[config.mk]
export PLATFORM = sky130hd
export DESIGN_NAME = memcyc_engine
export DESIGN_NICKNAME = d
export VERILOG_FILES = /design/src/rtl/memcyc_pkg.sv /design/src/rtl/memcyc_addr.sv /design/src/rtl/memcyc_ctrl.sv /design/src/rtl/memcyc_pads.sv /design/src/rtl/memcyc_engine.sv
export SDC_FILE = /design/constraint.sdc
export NUM_CORES = 1
export LEC_CHECK = 0
export CAP_MARGIN = 25
export CORE_UTILIZATION = 50
export DETAILED_ROUTE_END_ITERATION = 8
export DONT_BUFFER_PORTS = 1
export RECOVER_POWER = 50
export SLEW_MARGIN = 20
export SYNTH_ARGS = -nofsm -noshare
export SYNTH_HDL_FRONTEND = slang
export SYNTH_SLANG_ARGS = --single-unit
[constraint.sdc]
create_clock -name clk -period 2.4 [get_ports clk]
set_input_delay 0.12 -clock clk [delete_from_list [all_inputs] [get_ports clk]]
set_output_delay 0.12 -clock clk [all_outputs]
set_load 0.005 [all_outputs]
[src/rtl/memcyc_pkg.sv]
package memcyc_pkg;

    typedef enum logic [1:0] {
        OP_READ  = 2'b00,
        OP_WRITE = 2'b01,
        OP_FILL  = 2'b10,
        OP_FILL2 = 2'b11
    } op_e;

    typedef enum logic [2:0] {
        ST_IDLE,
        ST_ADDR,
        ST_MREQ,
        ST_STRB,
        ST_GAP,
        ST_LOAD,
        ST_END
    } st_e;

    typedef struct packed {
        logic mreq_n;
        logic rd_n;
        logic wr_n;
    } strobes_t;

    localparam strobes_t STROBES_IDLE = '{mreq_n: 1'b1, rd_n: 1'b1, wr_n: 1'b1};

    function automatic int clamp1(input int w);
        return (w < 1) ? 1 : w;
    endfunction

    function automatic logic op_writes(input op_e op);
        return op != OP_READ;
    endfunction

    function automatic logic op_pulls(input op_e op);
        return op == OP_WRITE;
    endfunction

endpackage

[src/rtl/memcyc_addr.sv]
module memcyc_addr #(
    parameter int ADDR_W = 19
) (
    input  logic              clk,
    input  logic              rst,
    input  logic              load,
    input  logic [ADDR_W-1:0] load_addr,
    input  logic              step,
    output logic [ADDR_W-1:0] addr_q
);
    always_ff @(posedge clk) begin
        if (rst) begin
            addr_q <= '0;
        end else if (load) begin
            addr_q <= load_addr;
        end else if (step) begin
            addr_q <= addr_q + ADDR_W'(1);
        end
    end
endmodule

[src/rtl/memcyc_ctrl.sv]
module memcyc_ctrl
    import memcyc_pkg::*;
#(
    parameter int LEN_W    = 8,
    parameter int DATA_W   = 8,
    parameter int RD_WIDTH = 3,
    parameter int WR_WIDTH = 2
) (
    input  logic              clk,
    input  logic              rst,
    input  logic              en,
    input  logic              req_valid,
    input  logic [1:0]        req_op,
    input  logic [LEN_W-1:0]  req_len,
    input  logic [DATA_W-1:0] req_fill,
    input  logic [DATA_W-1:0] wr_data,
    input  logic [DATA_W-1:0] data_i,
    output logic              req_ready,
    output logic              addr_load,
    output logic              addr_step,
    output strobes_t          strb,
    output logic              drive,
    output logic [DATA_W-1:0] data_q,
    output logic              wr_req,
    output logic [DATA_W-1:0] rd_data,
    output logic              rd_valid,
    output logic              done
);
    localparam int RD_CYC = clamp1(RD_WIDTH);
    localparam int WR_CYC = clamp1(WR_WIDTH);
    localparam int MAX_CYC = (RD_CYC > WR_CYC) ? RD_CYC : WR_CYC;
    localparam int CW = $clog2(MAX_CYC + 1);

    st_e              state;
    op_e              op_q;
    logic [LEN_W-1:0] rem_q;
    logic [CW-1:0]    cnt_q;
    logic             more;

    assign more      = rem_q > LEN_W'(1);
    assign req_ready = (state == ST_IDLE) && en;
    assign addr_load = req_valid && req_ready;
    assign addr_step = en && (state == ST_GAP) && more;

    always_ff @(posedge clk) begin
        if (rst) begin
            state    <= ST_IDLE;
            op_q     <= OP_READ;
            rem_q    <= '0;
            cnt_q    <= '0;
            data_q   <= '0;
            rd_data  <= '0;
            rd_valid <= 1'b0;
        end else begin
            rd_valid <= 1'b0;
            if (!en) begin
                state <= ST_IDLE;
            end else begin
                unique case (state)
                    ST_IDLE: if (req_valid) begin
                        op_q   <= op_e'(req_op);
                        rem_q  <= req_len;
                        data_q <= req_fill;
                        state  <= (req_len == '0) ? ST_END : ST_ADDR;
                    end
                    ST_ADDR: begin
                        if (op_pulls(op_q)) data_q <= wr_data;
                        state <= ST_MREQ;
                    end
                    ST_MREQ, ST_LOAD: begin
                        cnt_q <= op_writes(op_q) ? CW'(WR_CYC - 1) : CW'(RD_CYC - 1);
                        state <= ST_STRB;
                    end
                    ST_STRB: begin
                        if (cnt_q == '0) begin
                            if (!op_writes(op_q)) begin
                                rd_data  <= data_i;
                                rd_valid <= 1'b1;
                            end
                            state <= ST_GAP;
                        end else begin
                            cnt_q <= cnt_q - CW'(1);
                        end
                    end
                    ST_GAP: begin
                        if (more) begin
                            if (op_pulls(op_q)) data_q <= wr_data;
                            rem_q <= rem_q - LEN_W'(1);
                            state <= ST_LOAD;
                        end else begin
                            state <= ST_END;
                        end
                    end
                    default: state <= ST_IDLE;
                endcase
            end
        end
    end

    logic in_cycle;
    assign in_cycle = (state == ST_MREQ) || (state == ST_STRB) ||
                      (state == ST_GAP)  || (state == ST_LOAD);

    always_comb begin
        strb        = STROBES_IDLE;
        strb.mreq_n = !in_cycle;
        strb.rd_n   = !((state == ST_STRB) && !op_writes(op_q));
        strb.wr_n   = !((state == ST_STRB) && op_writes(op_q));
    end

    assign drive  = in_cycle && op_writes(op_q);
    assign wr_req = en && op_pulls(op_q) &&
                    ((state == ST_ADDR) || ((state == ST_GAP) && more));
    assign done   = (state == ST_END);


    no_dual_strobe_chk: assert property (@(posedge clk) disable iff (rst)
        !(!strb.rd_n && !strb.wr_n));


    strobe_in_mreq_chk: assert property (@(posedge clk) disable iff (rst)
        (!strb.rd_n || !strb.wr_n) |-> !strb.mreq_n);


    zero_len_done_chk: assert property (@(posedge clk) disable iff (rst)
        (addr_load && req_len == '0) |=> (done && strb.mreq_n));


    abort_quiet_chk: assert property (@(posedge clk) disable iff (rst)
        !en |=> (strb.mreq_n && strb.rd_n && strb.wr_n && !done));


    rd_after_strobe_chk: assert property (@(posedge clk) disable iff (rst)
        rd_valid |-> (strb.rd_n && $past(!strb.rd_n)));
endmodule

[src/rtl/memcyc_pads.sv]
module memcyc_pads
    import memcyc_pkg::*;
#(
    parameter int ADDR_W = 19,
    parameter int DATA_W = 8
) (
    input  logic              clk,
    input  logic              rst,
    input  logic              bus_owned,
    input  strobes_t          strb,
    input  logic [ADDR_W-1:0] addr_in,
    input  logic [DATA_W-1:0] data_in,
    input  logic              drive,
    output logic              en,
    output logic [ADDR_W-1:0] addr_o,
    output logic              addr_oe,
    output logic              mreq_n,
    output logic              rd_n,
    output logic              wr_n,
    output logic              strobe_oe,
    output logic [DATA_W-1:0] data_o,
    output logic              data_oe
);
    logic own_q;

    always_ff @(posedge clk) begin
        if (rst) own_q <= 1'b0;
        else     own_q <= bus_owned;
    end

    assign en        = own_q && bus_owned;
    assign addr_oe   = en;
    assign strobe_oe = en;
    assign addr_o    = addr_in;
    assign mreq_n    = strb.mreq_n;
    assign rd_n      = strb.rd_n;
    assign wr_n      = strb.wr_n;
    assign data_o    = data_in;
    assign data_oe   = en && drive;


    grant_high_first_chk: assert property (@(posedge clk) disable iff (rst)
        $rose(strobe_oe) |-> ($past(strb.mreq_n) && $past(strb.rd_n) && $past(strb.wr_n)));
endmodule

[src/rtl/memcyc_engine.sv]
module memcyc_engine
    import memcyc_pkg::*;
#(
    parameter int ADDR_W   = 19,
    parameter int DATA_W   = 8,
    parameter int LEN_W    = 8,
    parameter int RD_WIDTH = 3,
    parameter int WR_WIDTH = 2
) (
    input  logic              clk,
    input  logic              rst,
    input  logic              bus_owned,
    input  logic              req_valid,
    output logic              req_ready,
    input  logic [1:0]        req_op,
    input  logic [ADDR_W-1:0] req_addr,
    input  logic [LEN_W-1:0]  req_len,
    input  logic [DATA_W-1:0] req_fill,
    output logic              wr_req,
    input  logic [DATA_W-1:0] wr_data,
    output logic              rd_valid,
    output logic [DATA_W-1:0] rd_data,
    output logic              done,
    output logic [ADDR_W-1:0] addr_o,
    output logic              addr_oe,
    output logic              mreq_n,
    output logic              rd_n,
    output logic              wr_n,
    output logic              strobe_oe,
    output logic [DATA_W-1:0] data_o,
    input  logic [DATA_W-1:0] data_i,
    output logic              data_oe
);
    logic              en;
    logic              addr_load;
    logic              addr_step;
    logic [ADDR_W-1:0] addr_q;
    strobes_t          strb;
    logic              drive;
    logic [DATA_W-1:0] data_q;

    memcyc_addr #(.ADDR_W(ADDR_W)) u_addr (
        .clk       (clk),
        .rst       (rst),
        .load      (addr_load),
        .load_addr (req_addr),
        .step      (addr_step),
        .addr_q    (addr_q)
    );

    memcyc_ctrl #(
        .LEN_W    (LEN_W),
        .DATA_W   (DATA_W),
        .RD_WIDTH (RD_WIDTH),
        .WR_WIDTH (WR_WIDTH)
    ) u_ctrl (
        .clk       (clk),
        .rst       (rst),
        .en        (en),
        .req_valid (req_valid),
        .req_op    (req_op),
        .req_len   (req_len),
        .req_fill  (req_fill),
        .wr_data   (wr_data),
        .data_i    (data_i),
        .req_ready (req_ready),
        .addr_load (addr_load),
        .addr_step (addr_step),
        .strb      (strb),
        .drive     (drive),
        .data_q    (data_q),
        .wr_req    (wr_req),
        .rd_data   (rd_data),
        .rd_valid  (rd_valid),
        .done      (done)
    );

    memcyc_pads #(.ADDR_W(ADDR_W), .DATA_W(DATA_W)) u_pads (
        .clk       (clk),
        .rst       (rst),
        .bus_owned (bus_owned),
        .strb      (strb),
        .addr_in   (addr_q),
        .data_in   (data_q),
        .drive     (drive),
        .en        (en),
        .addr_o    (addr_o),
        .addr_oe   (addr_oe),
        .mreq_n    (mreq_n),
        .rd_n      (rd_n),
        .wr_n      (wr_n),
        .strobe_oe (strobe_oe),
        .data_o    (data_o),
        .data_oe   (data_oe)
    );
endmodule

==> results.tsv, run 1 <==
stage	metric	value	unit
global_routing	largest net degree at the start of global routing	36	
placed_design	IO buf count	0	
worst_setup_path	CP max FO	8	
logic_synthesis	Async SR Flop Fraction	0	%
global_routing	GRT Util Overall	26.1	%
routing	WL/cell	17.8	um
worst_setup_path	r2r startpoint	u_ctrl.rem_q[4]	
sta	period utilisation layout	92.6	%
logic_synthesis	Synthesis Warnings	0	
power_and_ir_drop	Peak supply drop	0.000245	V
die	Initial Util	52.2	%
logic_synthesis	Post-Synth Adder-Cell Area	1.50	%
logic_synthesis	largest family of logic cells by synthesized area	simple AND/OR/NAND/NOR gates	
logic_synthesis	Post-synth top flop	dfxtp_1	
placed_design	dpl ws	0.186	ns
placed_design	post-detail-place hpwl	6100	um
die	Die H	83.6	um
logic_synthesis	Post-synth top cells	52 x dfxtp_1, 37 x nand2_1, 32 x nor2_1	
worst_setup_path	R2R setup slack	0.18	ns
sta	RSZ-0062 raised after global routing	no	
logic_synthesis	number of flops mapped to enable cells by yosys	0	
logic_synthesis	Synth Area in Compound Gates	23.6	%
power_and_ir_drop	total power draw	1.61	mW
placed_design	routability cong.	0.886	
sta	slew margin rel.	57.3	%
logic_synthesis	Seq cells post-synth	52	
die	Row Count	29	
worst_setup_path	critical path startpoint category	flip-flop	
global_routing	Overflow after GRT	0	
worst_setup_path	Worst Path Arrival	2.44	ns
routing	vias per cell	6.36	
sta	Final Worst Setup Slack	0.177	ns
finish	final core utilization	58.4	%
cts	CTS Buffer Depth	2	
sta	Slew @ Worst Pin	0.636	ns
cts	Root Buffer	clkbuf_8	
cts	TritonCTS buffer count	5	
global_routing	first-pass GRT wire length	15000	um
routing	Pre-Repair DR Iteration Count	4	
logic_synthesis	XOR/XNOR share of the synthesized area	0.789	%
sta	Final Hold Fails	0	
die	Top Ports	102	
worst_setup_path	Worst setup startpoint	u_ctrl.rem_q[4]	
worst_setup_path	worst reg2reg path depth	4	
finish	Final nets	484	
worst_setup_path	WS Path Type	reg2reg	
logic_synthesis	Post-Syn Nets	466	
logic_synthesis	synth top area cells	dfxtp_1 31%, nand2_1 4.2%, nor2_1 3.6%, a21oi_1 3.5%, nand3_1 3.3%	
die	DIE WIDTH	83.6	um
die	full die area	0.00699	sq mm
sta	min Tclk post-route	2.22	ns
logic_synthesis	simple-gate share of the synthesized area	30.7	%
sta	fmax	0.450	GHz
routing	via count	3187	
worst_setup_path	Req. time, crit path	2.62	ns
finish	antenna cells	0	
finish	layout cell share with drive strength beyond 1	11.8	%
routing	DRC viols	0	
worst_hold_path	Min-Delay Path Depth	2	
run_status	status	completed	
power_and_ir_drop	LEAKAGE	1.31	nW
routing	initial DRC count	128	
sta	Max Clock Skew	0.0129	ns
cts	clk_lat worst skew	0.32	ns
cts	CTS clk-pin slew, worst paths	0.11	ns
sta	Pins Over Slew Limit	0	
cts	H-Tree Depth	2	
sta	Final setup viols	0	
power_and_ir_drop	power density cells	432	mW/mm^2
sta	hold_ws	0.0125	ns
worst_hold_path	Hold Crit Endpoint	u_ctrl.rd_valid	
logic_synthesis	Mapped Area	0.00333	sq mm
global_routing	vias in the first global route	3132	
cts	CTS tree	done	
logic_synthesis	Synth top area share	31.3	%
logic_synthesis	Yosys top cell by area	dfxtp_1	
logic_synthesis	multiplexer area fraction after synthesis	5.11	%
finish	area growth from synthesis to layout	12.0	%
logic_synthesis	Avg Cell Area, Syn	8.22	sq um
logic_synthesis	Synth cell types	70	
worst_hold_path	hold wc startpoint	bus_owned	
global_routing	initial antenna violation count	0	
sta	Fin Setup TNS	0	ns
routing	drt total wl	8920	um
logic_synthesis	most frequent cell after synthesis	dfxtp_1	
logic_synthesis	Mapped Cells	405	
job	Max-cap violations	0	
cts	clock sinks	52	
worst_setup_path	Reg2Reg Capture Point	u_ctrl.data_q[4]	
worst_setup_path	nature of the critical path endpoint	flip-flop	
die	core area	0.00639	sq mm
worst_hold_path	worst min-delay path class	in2reg	
routing	Antenna Nets Post-Route	0	
logic_synthesis	register area share after synthesis	31.3	%
routing by layer:
metal	part of all wire, %	track usage (%)	vias to the layer above
met2	48	43.9	105
li1	-	-	1580
met5	0	0	-
met3	7.1	5.93	9
met4	1.4	8.17	0
met1	44	33.2	1493
metrics by stage:
| step | cells | cell area, sq um |
|---|---|---|
| 2_1_floorplan | 405 | 3330 |
| 3_3_place_gp | 466 | 3370 |
| 3_5_place_dp | 466 | 3370 |
| 4_1_cts | 501 | 3740 |
| 5_1_grt | 501 | 3730 |
| 6_report | 501 | 3730 |
sequential cells by signal, indices dropped and copies added, names as in the netlist:
signal,cells
u_ctrl.rd_data,8
u_ctrl.op_q,2
u_ctrl.rem_q,8
u_ctrl.rd_valid,1
u_addr.addr_q,19
u_ctrl.cnt_q,2
u_pads.own_q,1
u_ctrl.state,3
u_ctrl.data_q,8
where the power goes:
part	internal [mW]	switching (mW)
clock	0.214	0.328
sequential	0.882	0.0274
combinational	0.0835	0.0775
logic make-up (layout without fill, tap and decap cells):
kind of cell             Yosys count  count (layout)
AND/OR/NAND/NOR                  181             181
XOR/XNOR                           3               3
flip-flops                        52              52
buffers and inverters             42              61
adder cells (fa/ha/maj)            4               4
multiplexers                      16              16
AO/OA/AOI/OAI                    107             107
repair_timing:
action	CTS	global route
setup endpoints to repair	0	1
endpoints found under the hold margin	34	0
hold buffers	27	0
buffers inserted	0	0
gates resized for setup	0	1
final cells by class:
type                    count  area [sq um]
clock buffers               5          68.8
clock inverters             3          25.0
fillers                   598          2660
inverters                  10          37.5
multi-input cells         311          2050
flip-flops and latches     52          1040
well taps                  77          96.3
repair buffers             43           407
worst max-delay path: stages (launching register included):
cell and delay [ns]:
dfxtp_1 0.38, or4_4 0.58, or3_4 0.44, o221ai_4 0.35, mux2_2 0.39
worst max path at each step:
stage / to / slack, ns / cells past startpoint
2_1_floorplan: u_ctrl.data_q[0] / 0.30 / 4
3_3_place_gp: u_ctrl.data_q[7] / 0.19 / 4
3_5_place_dp: u_ctrl.data_q[4] / 0.19 / 4
4_1_cts: u_ctrl.op_q[1] / 0.1 / 6
5_1_grt: u_addr.addr_q[7] / 0.09 / 7
6_report: u_ctrl.data_q[4] / 0.18 / 4
placed cells by master (no fill, tap or decap), types with 3 or more instances in the layout:
master	n
a21oi_1	23
and4_1	4
mux2_2	8
mux2i_1	8
inv_1	8
o21ai_0	18
and3_1	3
o22ai_1	3
buf_4	13
and2_1	3
nand4_1	13
nor2_1	31
a221oi_1	4
nand3b_1	4
nor2b_1	7
or2b_1	3
a31o_2	5
a211oi_1	8
dlygate4sd3_1	26
o31ai_1	7
and2b_1	7
nor3_1	9
ha_1	4
or3_1	3
clkbuf_8	5
nand2_1	37
a311oi_1	12
nand3_1	22
a311o_1	3
dfxtp_1	52
or4_1	10
nor4_1	10
(Power assumes the default switching activity.)
==> run 2: changes to the inputs <==
- CTS_BUF_LIST: unset -> sky130_fd_sc_hd__clkbuf_4 sky130_fd_sc_hd__clkbuf_8
- SYNTH_HIERARCHICAL: unset -> 1
==> results.tsv, run 2 <==
stage	metric	value	unit	change
run_status	status	finished with violations		was completed
run_status	failing checks	design-rule violations		
worst_hold_path	worst min-delay path class	in2reg		unchanged
die	Top Ports	102		unchanged
finish	Layout fillers	607		was 598
logic_synthesis	Yosys top cell by area	dfxtp_1		unchanged
power_and_ir_drop	part of the power in registers	55.8	%	was 56.4%
routing	via count	2805		was 3187
logic_synthesis	synth top area cells	dfxtp_1 30%, buf_4 7.7%, a21oi_1 3.6%, mux2_4 3.5%, nor2_1 3.4%		was dfxtp_1 31%, nand2_1 4.2%, nor2_1 3.6%, a21oi_1 3.5%, nand3_1 3.3%
finish	Register Area	0.00104	sq mm	about the same
global_routing	Overflow after GRT	0		unchanged
global_routing	largest net degree at the start of global routing	40		was 36
logic_synthesis	Post-synth top flop	dfxtp_1		unchanged
die	Initial Util	52.9	%	was 52.2%
logic_synthesis	Synth cell types	70		unchanged
routing	Antenna Nets Post-Route	0		unchanged
worst_hold_path	Min-Delay Path Depth	2		unchanged
worst_setup_path	CP max FO	6		was 8
logic_synthesis	Post-Syn Nets	455		was 466
logic_synthesis	Mapped Area	0.00343	sq mm	was 0.00333 sq mm
worst_setup_path	WS Path Type	reg2reg		unchanged
die	Die H	84.9	um	was 83.6 um
power_and_ir_drop	Comb pwr share	10.8	%	was 10.0%
logic_synthesis	register area share after synthesis	30.3	%	was 31.3%
logic_synthesis	Mapped Cells	394		was 405
placed_design	routability cong.	0.863		was 0.886
sta	Final Worst Setup Slack	0.180	ns	was 0.177 ns
cts	CTS clk-pin slew, worst paths	0.10	ns	was 0.11 ns
finish	antenna cells	0		unchanged
routing	drt total wl	7990	um	was 8920 um
power_and_ir_drop	Sw Ratio	24.9	%	was 26.8%
finish	area growth from synthesis to layout	8.23	%	was 12.0%
logic_synthesis	Seq cells post-synth	52		unchanged
sta	fmax	0.450	GHz	about the same
cts	Root Buffer	clkbuf_8		unchanged
routing	initial DRC count	181		was 128
finish	most frequent cells in the layout	51 x dfxtp_1, 31 x nor2_1, 31 x dlygate4sd3_1		was 52 x dfxtp_1, 37 x nand2_1, 31 x nor2_1
logic_synthesis	Async SR Flop Fraction	0	%	unchanged
cts	CTS tree	done		unchanged
power_and_ir_drop	Peak supply drop	0.000246	V	was 0.000245 V
worst_setup_path	crit path cell chain	inv_1 -> ha_1 -> or2_1 -> nand3_2 -> and3_4 -> nand3_4 -> nor3_4 -> buf_4 -> a211oi_1 -> a2111oi_2		was or4_4 -> or3_4 -> o221ai_4 -> mux2_2
routing	M1 WL	3850	um	was 3890 um
worst_setup_path	CP max stage cell	dfxtp_2		was or4_4
worst_hold_path	Hold Crit Endpoint	u_ctrl/rem_q[2]		was u_ctrl.rd_valid
finish	Final nets	455		was 484
placed_design	IO buf count	0		unchanged
global_routing	initial antenna violation count	0		unchanged
worst_setup_path	r2r startpoint	u_ctrl/rem_q[0]		was u_ctrl.rem_q[4]
sta	min Tclk post-route	2.22	ns	about the same
die	Row Count	29		unchanged
placed_design	dpl ws	0.00118	ns	was 0.186 ns
logic_synthesis	Synth top area share	30.3	%	was 31.3%
sta	Fin Setup TNS	0	ns	unchanged
logic_synthesis	XOR/XNOR share of the synthesized area	3.28	%	was 0.789%
routing	routed wl met3	509	um	was 630 um
sta	period utilisation layout	92.5	%	was 92.6%
sta	Max Clock Skew	0.0113	ns	was 0.0129 ns
power_and_ir_drop	Sw Pwr	404	uW	was 433 uW
power_and_ir_drop	LEAKAGE	1.32	nW	was 1.31 nW
routing	DR top layer	met4		unchanged
routing	DRC viols	10		was 0
placed_design	post-detail-place hpwl	5490	um	was 6100 um
cts	CTS Buffer Depth	2		unchanged
sta	Final Hold Fails	0		unchanged
finish	layout cell share with drive strength beyond 1	16.7	%	was 11.8%
worst_setup_path	Reg2Reg Capture Point	u_addr/addr_q[9]		was u_ctrl.data_q[4]
worst_setup_path	Worst Path Arrival	2.43	ns	was 2.44 ns
finish	post-layout instance area	0.00372	sq mm	was 0.00373 sq mm
logic_synthesis	multiplexer area fraction after synthesis	6.12	%	was 5.11%
finish	Largest register FFs	19		unchanged
cts	clk_lat worst skew	0.31	ns	was 0.32 ns
cts	TritonCTS buffer count	5		unchanged
routing	met2 wire len	3530	um	was 4280 um
logic_synthesis	Post-Synth Adder-Cell Area	1.46	%	was 1.50%
finish	final core utilization	57.2	%	was 58.4%
global_routing	first-pass GRT wire length	13000	um	was 15000 um
sta	slew margin rel.	53.9	%	was 57.3%
logic_synthesis	Synthesis Warnings	6		was 0
logic_synthesis	Post-synth top cells	52 x dfxtp_1, 35 x buf_4, 31 x nor2_1		was 52 x dfxtp_1, 37 x nand2_1, 32 x nor2_1
sta	RSZ-0062 raised after global routing	no		unchanged
power_and_ir_drop	Int Power	1.22	mW	was 1.18 mW
logic_synthesis	Avg Cell Area, Syn	8.72	sq um	was 8.22 sq um
worst_setup_path	Worst setup startpoint	u_ctrl/rem_q[0]		was u_ctrl.rem_q[4]
worst_setup_path	Req. time, crit path	2.61	ns	was 2.62 ns
global_routing	GRT Util Overall	22.4	%	was 26.1%
logic_synthesis	number of flops mapped to enable cells by yosys	0		unchanged
finish	area of the multi-input gates	0.00194	sq mm	was 0.00205 sq mm
worst_setup_path	Worst path max stage delay	0.37	ns	was 0.58 ns
worst_setup_path	worst reg2reg path depth	10		was 4
finish	largest reg by FF count	u_addr/addr_q		was u_addr.addr_q
logic_synthesis	largest family of logic cells by synthesized area	simple AND/OR/NAND/NOR gates		unchanged
power_and_ir_drop	Clk pwr share	33.4	%	was 33.6%
sta	hold_ws	0.0197	ns	was 0.0125 ns
worst_setup_path	critical path startpoint category	flip-flop		unchanged
die	full die area	0.00720	sq mm	was 0.00699 sq mm
logic_synthesis	Synth Area in Compound Gates	21.1	%	was 23.6%
sta	Final setup viols	0		unchanged
worst_setup_path	R2R setup slack	0.18	ns	about the same
job	Max-cap violations	0		unchanged
power_and_ir_drop	power density cells	436	mW/mm^2	was 432 mW/mm^2
die	DIE WIDTH	84.9	um	was 83.6 um
cts	H-Tree Depth	2		unchanged
worst_setup_path	nature of the critical path endpoint	flip-flop		unchanged
sta	Slew @ Worst Pin	0.686	ns	was 0.636 ns
logic_synthesis	simple-gate share of the synthesized area	24.0	%	was 30.7%
routing	WL/cell	16.9	um	was 17.8 um
routing	vias per cell	5.94		was 6.36
sta	Pins Over Slew Limit	0		unchanged
cts	clock sinks	52		unchanged
worst_hold_path	hold wc startpoint	req_len[2]		was bus_owned
logic_synthesis	most frequent cell after synthesis	dfxtp_1		unchanged
routing	Pre-Repair DR Iteration Count	6		was 4
finish	most common cell after layout, fill and taps aside	dfxtp_1		unchanged
placed_design	cell area after placement	0.00324	sq mm	was 0.00337 sq mm
die	core area	0.00649	sq mm	was 0.00639 sq mm
global_routing	vias in the first global route	2663		was 3132
[run 2: how the worst max path moves through the flow]
stage	cells past startpoint	end
global route	10	u_addr/addr_q[8]
global placement	9	u_addr/addr_q[14]
floorplan	11	u_addr/addr_q[14]
finish	10	u_addr/addr_q[9]
CTS	9	u_addr/addr_q[13]
detailed placement	9	u_addr/addr_q[14]
[run 2: cells by family after synthesis]
group / Yosys count
buffers and inverters: 77
flip-flops: 52
XOR/XNOR: 12
adder cells (fa/ha/maj): 4
multiplexers: 17
AO/OA/AOI/OAI: 97
AND/OR/NAND/NOR: 135
[run 2: metrics by stage]
step	std cells	power, mW
after floorplan	394	1.05
after global placement	428	1.04
after detailed placement	428	1.04
after CTS	468	1.65
after global routing	472	1.70
final	472	1.62
[run 2: final cells by class]
type | count | share of cell area [%]
multi-input combinational | 265 | 52.3
sequential | 52 | 28.0
timing repair buffer | 50 | 12.4
tap | 77 | 2.59
clock buffer | 7 | 2.42
inverter | 20 | 2.02
clock inverter | 1 | 0.202
[run 2: metal layers]
| metal | up-vias | track usage (%) |
|---|---|---|
| met5 | - | 0 |
| met4 | 0 | 7.55 |
| met3 | 7 | 5.06 |
| met2 | 92 | 35.0 |
| met1 | 1302 | 30.8 |
| li1 | 1404 | - |
[run 2: worst max-delay path: cells and delay by family (launching register included)]
kind | cells | cell delay [ns]
AOI/OAI and AO/OA | 2 | 0.35
adders and majority gates | 1 | 0.21
buffers and inverters | 2 | 0.24
DFF | 1 | 0.37
and+or+nand+nor | 5 | 0.96
[run 2: repair_timing]
action / CTS / global route
buffers inserted: 0 / 4
gates resized for setup: 2 / 4
pin swaps: 2 / 3
hold endpoints to repair: 39 / 0
endpoints found under the setup margin: 2 / 8
hold buffers: 32 / 0
[run 2: power by group through the flow]
stage	clock network, mW	registers [mW]	logic [mW]
after floorplan	0	0.917	0.132
after global placement	0	0.925	0.117
after detailed placement	0	0.926	0.119
after CTS	0.566	0.906	0.173
after global routing	0.602	0.910	0.192
final	0.541	0.906	0.175
